File: src/rtl/cfgwin_pkg.sv
// Shared constants for the configuration I/O window decoder.
// Assumes a 256-byte configuration space addressed as 64 dwords.
package cfgwin_pkg;
    localparam int PM_BASE_DW  = 'h12;   // dword holding config byte 0x48
    localparam int SMB_BASE_DW = 'h24;   // dword holding config byte 0x90
    localparam int PM_EN_DW    = 'h10;   // dword holding config byte 0x41
    localparam int SMB_EN_DW   = 'h34;   // dword holding config byte 0xD2
    localparam int PM_EN_LANE  = 1;
    localparam int SMB_EN_LANE = 2;
    localparam int PM_EN_BIT   = 7;
    localparam int SMB_EN_BIT  = 0;
    localparam logic [7:0] PM_EN_KEEP  = 8'hFF;
    localparam logic [7:0] SMB_EN_KEEP = 8'h0F;
endpackage

File: src/rtl/cfgwin_base_reg.sv
// Self-masking I/O base register.
// Holds only bits [IO_W-1:SZ_LOG2]. The low bits read as zero except bit 0,
// which always reads one, and the bits above IO_W read as zero.
// Assumes IO_W is a multiple of 8 and no larger than 32.
module cfgwin_base_reg #(
    parameter int IO_W    = 16,
    parameter int SZ_LOG2 = 7
) (
    input  logic                    clk,
    input  logic                    rst_n,
    input  logic                    wr_sel,
    input  logic [IO_W/8-1:0]       be,
    input  logic [IO_W-1:0]         wdata,
    output logic [IO_W-1:SZ_LOG2]   base_hi,
    output logic [31:0]             rdata
);
    localparam int LANES = IO_W / 8;

    logic [IO_W-1:SZ_LOG2] hi_q;
    logic [IO_W-1:SZ_LOG2] merged_hi;
    logic                  unused_lo;

    assign unused_lo = ^wdata[SZ_LOG2-1:0];

    // Merge the enabled lanes into the kept bits; the masked bits drop out.
    always_comb begin
        merged_hi = hi_q;
        for (int i = SZ_LOG2; i < IO_W; i++) begin
            if (be[i/8]) merged_hi[i] = wdata[i];
        end
    end

    // Store the masked value on any write that overlaps this dword.
    always_ff @(posedge clk) begin
        if (!rst_n)                 hi_q <= '0;
        else if (wr_sel && (|be))   hi_q <= merged_hi;
    end

    // Present the stored value with the I/O indicator forced.
    always_comb begin
        rdata = '0;
        rdata[IO_W-1:SZ_LOG2] = hi_q;
        rdata[0] = 1'b1;
    end

    assign base_hi = hi_q;

    localparam int CHK_LANES = LANES;
    if (CHK_LANES > 4) begin : g_bad_width
        initial $error("IO_W wider than a dword");
    end
endmodule

File: src/rtl/cfgwin_en_byte.sv
// One configuration byte that holds a window enable.
// Bits outside KEEP always read zero. The byte resets to zero.
module cfgwin_en_byte #(
    parameter logic [7:0] KEEP = 8'hFF
) (
    input  logic       clk,
    input  logic       rst_n,
    input  logic       wr_sel,
    input  logic       lane_be,
    input  logic [7:0] wdata8,
    output logic [7:0] q
);
    // Capture the masked byte when its lane is written.
    always_ff @(posedge clk) begin
        if (!rst_n)                 q <= 8'h00;
        else if (wr_sel && lane_be) q <= wdata8 & KEEP;
    end
endmodule

File: src/rtl/cfgwin_decode.sv
// Aligned window compare for a window of 2**SZ_LOG2 bytes.
// Assumes the base is aligned to the window size. Purely combinational.
module cfgwin_decode #(
    parameter int IO_W    = 16,
    parameter int SZ_LOG2 = 7
) (
    input  logic [IO_W-1:0]       io_addr,
    input  logic [IO_W-1:SZ_LOG2] base_hi,
    input  logic                  en,
    output logic                  hit,
    output logic [SZ_LOG2-1:0]    off
);
    // Compare the upper address bits and split off the in-window offset.
    always_comb begin
        hit = en && (io_addr[IO_W-1:SZ_LOG2] == base_hi);
        off = io_addr[SZ_LOG2-1:0];
    end
endmodule

File: src/rtl/cfg_io_window_dec.sv
// Top level: two I/O window base registers, their enable bytes, a config
// read mux and the window decoders. Reads are combinational from the stored
// state, so a read in a write cycle returns the value from before the write.
// The power-management window takes priority over the SMBus window.
module cfg_io_window_dec
    import cfgwin_pkg::*;
#(
    parameter int CFG_AW      = 6,
    parameter int IO_W        = 16,
    parameter int PM_SZ_LOG2  = 7,
    parameter int SMB_SZ_LOG2 = 4
) (
    input  logic                   clk,
    input  logic                   rst_n,
    input  logic                   cfg_wr,
    input  logic [CFG_AW-1:0]      cfg_addr,
    input  logic [3:0]             cfg_be,
    input  logic [31:0]            cfg_wdata,
    output logic [31:0]            cfg_rdata,
    input  logic [IO_W-1:0]        io_addr,
    output logic                   pm_hit,
    output logic [PM_SZ_LOG2-1:0]  pm_off,
    output logic                   smb_hit,
    output logic [SMB_SZ_LOG2-1:0] smb_off
);
    localparam logic [CFG_AW-1:0] A_PM_BASE  = CFG_AW'(PM_BASE_DW);
    localparam logic [CFG_AW-1:0] A_SMB_BASE = CFG_AW'(SMB_BASE_DW);
    localparam logic [CFG_AW-1:0] A_PM_EN    = CFG_AW'(PM_EN_DW);
    localparam logic [CFG_AW-1:0] A_SMB_EN   = CFG_AW'(SMB_EN_DW);
    localparam int LANES = IO_W / 8;

    logic [IO_W-1:PM_SZ_LOG2]  pm_base_hi;
    logic [IO_W-1:SMB_SZ_LOG2] smb_base_hi;
    logic [31:0]               pm_base_rd, smb_base_rd;
    logic [7:0]                pm_en_q, smb_en_q;
    logic                      pm_match, smb_match;
    logic                      unused_wd;

    assign unused_wd = ^cfg_wdata[31:24];

    cfgwin_base_reg #(.IO_W(IO_W), .SZ_LOG2(PM_SZ_LOG2)) u_pm_base (
        .clk     (clk),
        .rst_n   (rst_n),
        .wr_sel  (cfg_wr && (cfg_addr == A_PM_BASE)),
        .be      (cfg_be[LANES-1:0]),
        .wdata   (cfg_wdata[IO_W-1:0]),
        .base_hi (pm_base_hi),
        .rdata   (pm_base_rd)
    );

    cfgwin_base_reg #(.IO_W(IO_W), .SZ_LOG2(SMB_SZ_LOG2)) u_smb_base (
        .clk     (clk),
        .rst_n   (rst_n),
        .wr_sel  (cfg_wr && (cfg_addr == A_SMB_BASE)),
        .be      (cfg_be[LANES-1:0]),
        .wdata   (cfg_wdata[IO_W-1:0]),
        .base_hi (smb_base_hi),
        .rdata   (smb_base_rd)
    );

    cfgwin_en_byte #(.KEEP(PM_EN_KEEP)) u_pm_en (
        .clk     (clk),
        .rst_n   (rst_n),
        .wr_sel  (cfg_wr && (cfg_addr == A_PM_EN)),
        .lane_be (cfg_be[PM_EN_LANE]),
        .wdata8  (cfg_wdata[PM_EN_LANE*8 +: 8]),
        .q       (pm_en_q)
    );

    cfgwin_en_byte #(.KEEP(SMB_EN_KEEP)) u_smb_en (
        .clk     (clk),
        .rst_n   (rst_n),
        .wr_sel  (cfg_wr && (cfg_addr == A_SMB_EN)),
        .lane_be (cfg_be[SMB_EN_LANE]),
        .wdata8  (cfg_wdata[SMB_EN_LANE*8 +: 8]),
        .q       (smb_en_q)
    );

    cfgwin_decode #(.IO_W(IO_W), .SZ_LOG2(PM_SZ_LOG2)) u_pm_dec (
        .io_addr (io_addr),
        .base_hi (pm_base_hi),
        .en      (pm_en_q[PM_EN_BIT]),
        .hit     (pm_match),
        .off     (pm_off)
    );

    cfgwin_decode #(.IO_W(IO_W), .SZ_LOG2(SMB_SZ_LOG2)) u_smb_dec (
        .io_addr (io_addr),
        .base_hi (smb_base_hi),
        .en      (smb_en_q[SMB_EN_BIT]),
        .hit     (smb_match),
        .off     (smb_off)
    );

    // Resolve overlapping windows in favour of power management.
    always_comb begin
        pm_hit  = pm_match;
        smb_hit = smb_match && !pm_match;
    end

    // Select the read data for the addressed dword; unmapped dwords read zero.
    always_comb begin
        cfg_rdata = '0;
        unique case (cfg_addr)
            A_PM_BASE:  cfg_rdata = pm_base_rd;
            A_SMB_BASE: cfg_rdata = smb_base_rd;
            A_PM_EN:    cfg_rdata[PM_EN_LANE*8 +: 8]  = pm_en_q;
            A_SMB_EN:   cfg_rdata[SMB_EN_LANE*8 +: 8] = smb_en_q;
            default:    cfg_rdata = '0;
        endcase
    end
endmodule

File: config.mk
export PLATFORM = sky130hd
export DESIGN_NAME = cfg_io_window_dec
export DESIGN_NICKNAME = d
export VERILOG_FILES = /design/src/rtl/cfgwin_pkg.sv /design/src/rtl/cfgwin_base_reg.sv /design/src/rtl/cfgwin_en_byte.sv /design/src/rtl/cfgwin_decode.sv /design/src/rtl/cfg_io_window_dec.sv
export SDC_FILE = /design/constraint.sdc
export NUM_CORES = 1
export LEC_CHECK = 0
export BUFFER_PORTS_ARGS = -buffer_cell sky130_fd_sc_hd__clkbuf_2
export CAP_MARGIN = 20
export CORE_MARGIN = 2
export CORE_UTILIZATION = 42
export CTS_BUF_LIST = sky130_fd_sc_hd__clkbuf_8
export DETAILED_ROUTE_END_ITERATION = 10
export PLACE_DENSITY = 0.74
export SLEW_MARGIN = 20
export SYNTH_ARGS = -nofsm -noshare
export SYNTH_HDL_FRONTEND = slang
export SYNTH_SLANG_ARGS = --single-unit
export TNS_END_PERCENT = 30
File: constraint.sdc
create_clock -name clk -period 1.02 [get_ports clk]
set_input_delay 0.102 -clock clk [delete_from_list [all_inputs] [get_ports clk]]
set_output_delay 0.102 -clock clk [all_outputs]
set_load 0.02 [all_outputs]
# Yosys cells after proc, flatten, opt, wreduce, memory -nomap -nowiden
# Cells that the tools add are included.
# word_totals
register_bits	33
input_bits	61
# op_classes
eq_ne	6
muxes	3
n_reduce_logical	17
# op_table
cell	n
$pmux 8 s3	1
$pmux 8 s2	1
$eq 12x12->1	1
$eq 6x5->1 const B	2
$eq 6x6->1 const B	2
$logic_and 1x1->1	11
$eq 9x9->1	1
$reduce_and 2->1	4
$mux 4	1
$reduce_or 2->1	1
$logic_not 1->1	1

# Longest topological paths before layout
# depth
ltp_word	4
mapped_depth	5
mapped_depth_nobuf	4

# Hierarchy
# A second synthesis with hierarchy kept.
# unflattened
hier_cells	336
hier_area_um2	2881.5
# by_module_without_submodules
mod	instances	cells_per_inst	area_per_inst_um2	seq_area_each_um2
cfgwin_base_reg at u_smb_base	1	89	763.2	240.2
cfgwin_base_reg at u_pm_base	1	77	653.1	180.2
cfg_io_window_dec	1	68	576.8	0.0
cfgwin_en_byte at u_pm_en	1	38	359.1	160.2
cfgwin_en_byte at u_smb_en	1	23	202.7	80.1
cfgwin_decode at u_smb_dec	1	21	168.9	0.0
cfgwin_decode at u_pm_dec	1	20	157.7	0.0

# Worst setup path after synthesis
# No wires, ideal clock.
# synth_path
kind	register -> output
startpoint	register u_pm_base.hi_q, in the netlist u_pm_base.base_hi[10]
endpoint	output smb_hit
arrival_ns	1.393
required_ns	0.918
path_slack_ns	-0.475
path_stages_with_launch	5
n_path_buf	0
cell_sequence	dfxtp_1 -> xnor2_1 -> nand4_1 -> nor3_1 -> nor3_1
# synth_between
elab_chain_cells	4
# synth_lines
item	line	text
start: declaration	cfgwin_base_reg.sv:19	logic [IO_W-1:SZ_LOG2] hi_q;
start signal: assignment	cfgwin_base_reg.sv:36	else if (wr_sel && (|be)) hi_q <= merged_hi;
$eq 9x9->1	cfgwin_decode.sv:15	hit = en && (io_addr[IO_W-1:SZ_LOG2] == base_hi);
$logic_and 1x1->1	cfgwin_decode.sv:15	
via pm_hit	cfg_io_window_dec.sv:21	output logic pm_hit,
$logic_not 1->1	cfg_io_window_dec.sv:98	smb_hit = smb_match && !pm_match;
$logic_and 1x1->1	cfg_io_window_dec.sv:98	
end: declaration	cfg_io_window_dec.sv:23	output logic smb_hit,
# The timed path passes the listed nets, and every way through them passes these cells.

# Worst setup path in the final report
# layout_path
startpoint	register u_smb_base.hi_q, in the netlist u_smb_base.base_hi[8]
endpoint	output smb_hit
# layout_between
elab_chain_cells	3
# layout_lines
item	line
start: declaration	cfgwin_base_reg.sv:19
start signal: assignment	cfgwin_base_reg.sv:36
$eq 12x12->1	cfgwin_decode.sv:15
$logic_and 1x1->1	cfgwin_decode.sv:15
$logic_and 1x1->1	cfg_io_window_dec.sv:98
# Every way passes these cells.

==> flow_summary_export.csv <==
group,metric,value,unit
run_status,outcome,"complete, but fails checks",
run_status,violations,"negative setup slack",
place,dp_hpwl,3780,um
sta,setup_viol,27,
clocking,cts_num_sinks,33,
setup_path,path_buf_inv,1,
place,io_buffers,61,
setup_path,cp_slowest_cell,"dfxtp_2",
sta,max_freq,591,MHz
worst_hold_path,hold_path_class,"in -> reg",
place,dpl-instance-area,2620,sq um
yosys,synth_cells,225,
setup_path,required,0.92,ns
setup_path,rrSetupSlack,0.22,ns
layout,final_area,3150,sq um
detailed_routing,final_antenna_net_count,0,
yosys,syn_area_per_cell,8.90,sq um
sta,finalHoldWorstSlack,0.0221,ns
layout,nNetsFinal,378,
layout,n_antenna_cell,0,
yosys,synth_seq_cells,33,
worst_hold_path,hold_path_depth,3,
die,initial_utilization,0.430,
power_and_ir_drop,p_leak,1.38,nW
global_routing,antenna_found_initial,0,
detailed_routing,viasPerCell,4.99,
yosys,ys.warnings.count,0,
yosys,ys_seq_area_frac,0.330,
setup_path,cp.arrival,1.59,ns
sta,fin_tns_setup,-6.58,ns
sta,setup_slack,-0.672,ns
sta,fin_skew,0,ns
place,gp_congestion,0.804,
yosys,syn_area,2000,sq um
clocking,cts-htree-levels,2,
clocking,clk_pin_slew,0.07,ns
setup_path,rr_worst_depth,3,
die,die_h,73.0,um
sta,rsz0062_at_grt,"yes",
die,die_w,73.0,um
global_routing,grt_max_degree,17,
power_and_ir_drop,powerDensity,860,nW/um^2
global_routing,grt_overflow_total,0,
yosys,ys_types,30,
global_routing,grt_use_total,0.204,
clocking,cts_made_buffers,5,
setup_path,path_depth,5,
place,dp.cells,361,
layout,final_util,0.676,
layout,drive_above_1_share,0.513,
clocking,cts-root-to-sink-buffers,2,
detailed_routing,totalWireLength,5660,um
global_routing,grt_pass1_vias,1819,
die,io_pins,106,
sta,min_period,1.69,ns
layout,area_growth,57.4,%
detailed_routing,wl_per_cell,15.2,um
die,die_area,5330,sq um
sta,hold_viol,0,
setup_path,setup.worst_path.end_class,"primary output",
die,core,4660,sq um
flow_run,cap_violations,0,
setup_path,worstSetupPathType,"reg -> out",
detailed_routing,drtIter0Drc,56,
power_and_ir_drop,ir_worst_vdd,0.794,mV
clocking,worstSkewPairLatency,0.29,ns
setup_path,path_cells,"xor2_1 -> nor4_1 -> nand3_1 -> nor3_4 -> clkbuf_8",
sta,maxSlewViolCount,0,
layout,fin_cells,372,
sta,period_share,1.66,
detailed_routing,drtPass1Iterations,4,
global_routing,grt_pass1_wl,8190,um
setup_path,cpPeakStageDelay,0.33,ns
die,fp-row-count,25,
detailed_routing,drc,0,
layout,num-fill-cells,336,
setup_path,crit_fanout,2,
clocking,cts_tree,"built",
detailed_routing,vias,1857,
setup_path,startpoint_type,"flop",
clocking,cts-root-buf,"clkbuf_8",
setup_path,crit_family,"simple AND/OR/NAND/NOR gates",
[power breakdown]
group          switching (mW)  total (mW)  leakage (nW)  internal (mW)
clock                   0.516       0.986        0.0439          0.471
combinational           0.237       0.430          1.06          0.193
sequential            0.00220        1.29         0.272           1.29
total                   0.755        2.71          1.38           1.95
[cells by family after synthesis]
family | count (synthesis) | share of synthesized area
xor+xnor | 21 | 0.0919
flops | 33 | 0.330
compound gates | 26 | 0.0837
buf+inv | 38 | 0.127
other cells | 1 | 0.00187
simple gates | 81 | 0.241
mux | 25 | 0.125
[layout make-up]
type	instances	area (sq um)	share of cell area
Clock inverter	3	17.5	0.00556
Multi-Input combinational cell	168	1420	0.451
Clock buffer	5	68.8	0.0218
Timing Repair Buffer	108	896	0.284
Inverter	1	3.75	0.00119
Tap cell	54	67.6	0.0214
Sequential cell	33	676	0.214
[layer usage]
layer,vias up,track usage,part of all wire
li1,917,-,-
met1,888,0.252,0.42
met2,44,0.341,0.51
met3,8,0.0456,0.048
met4,0,0.0844,0.016
met5,-,0,0
[cell usage after synthesis]
library cell	count	area (sq um)
a21o_1	1	7.51
a32o_1	1	10.0
and2_1	10	62.6
and4bb_1	1	12.5
buf_1	2	7.51
buf_2	2	10.0
buf_4	27	203
buf_6	1	11.3
clkbuf_1	5	18.8
conb_1	1	3.75
dfxtp_1	33	661
inv_1	1	3.75
mux2i_1	25	250
nand2_1	19	71.3
nand2b_1	1	6.26
nand3_1	18	90.1
nand4_1	5	31.3
nand4_2	1	12.5
nand4b_1	1	8.76
nor2_1	1	3.75
nor2_2	1	6.26
nor2b_1	17	106
nor3_1	2	10.0
nor4_1	2	12.5
nor4b_4	2	47.6
o21ai_0	9	45.0
o21ai_1	7	35.0
o2bb2ai_1	8	70.1
xnor2_1	13	114
xor2_1	8	70.1
[registers in the layout (all words and copies together), names as in the netlist]
name and cells:
u_smb_en.q 4, u_pm_base.base_hi 9, u_smb_base.base_hi 12, u_pm_en.q 8
[worst min-delay path, cell delays in order]
cell,delay [ns]
clkbuf_2,0.08
nand2_1,0.05
o21ai_1,0.05
[cells in the final DEF, fill, tap and decap left out, types with 8 or more instances in the layout]
cell type  instances
conb_1            15
buf_4             42
clkbuf_2          39
clkbuf_8           8
dfxtp_1           21
buf_8              9
mux2i_1           21
nand3_1           15
nor2b_1           17
buf_6             11
dfxtp_2           12
nand2_1           18
o21ai_1           16
[path summary, 6_finish.rpt]
check                         from                    end
max reg2reg  u_pm_base.base_hi[12]  u_pm_base.base_hi[12]
min                  cfg_wdata[18]          u_smb_en.q[2]
min reg2reg          u_smb_en.q[2]          u_smb_en.q[2]
max          u_smb_base.base_hi[8]                smb_hit
[metrics by stage]
step | setup slack [ns] | power [mW]
2_1_floorplan | -0.192 | 1.60
3_5_place_dp | -0.389 | 1.70
3_3_place_gp | -0.412 | 1.69
4_1_cts | -0.687 | 2.68
6_report | -0.672 | 2.71
5_1_grt | -0.778 | 2.84
[what timing repair did]
item,4_1_cts,5_1_grt
hold buffers,0,0
pin swaps,14,19
hold endpoints to repair,0,0
gates resized for setup,44,70
endpoints found under the setup margin,27,37
buffers inserted,0,2
cloned,1,0
No activity file was read; power rests on OpenSTA's default activity.
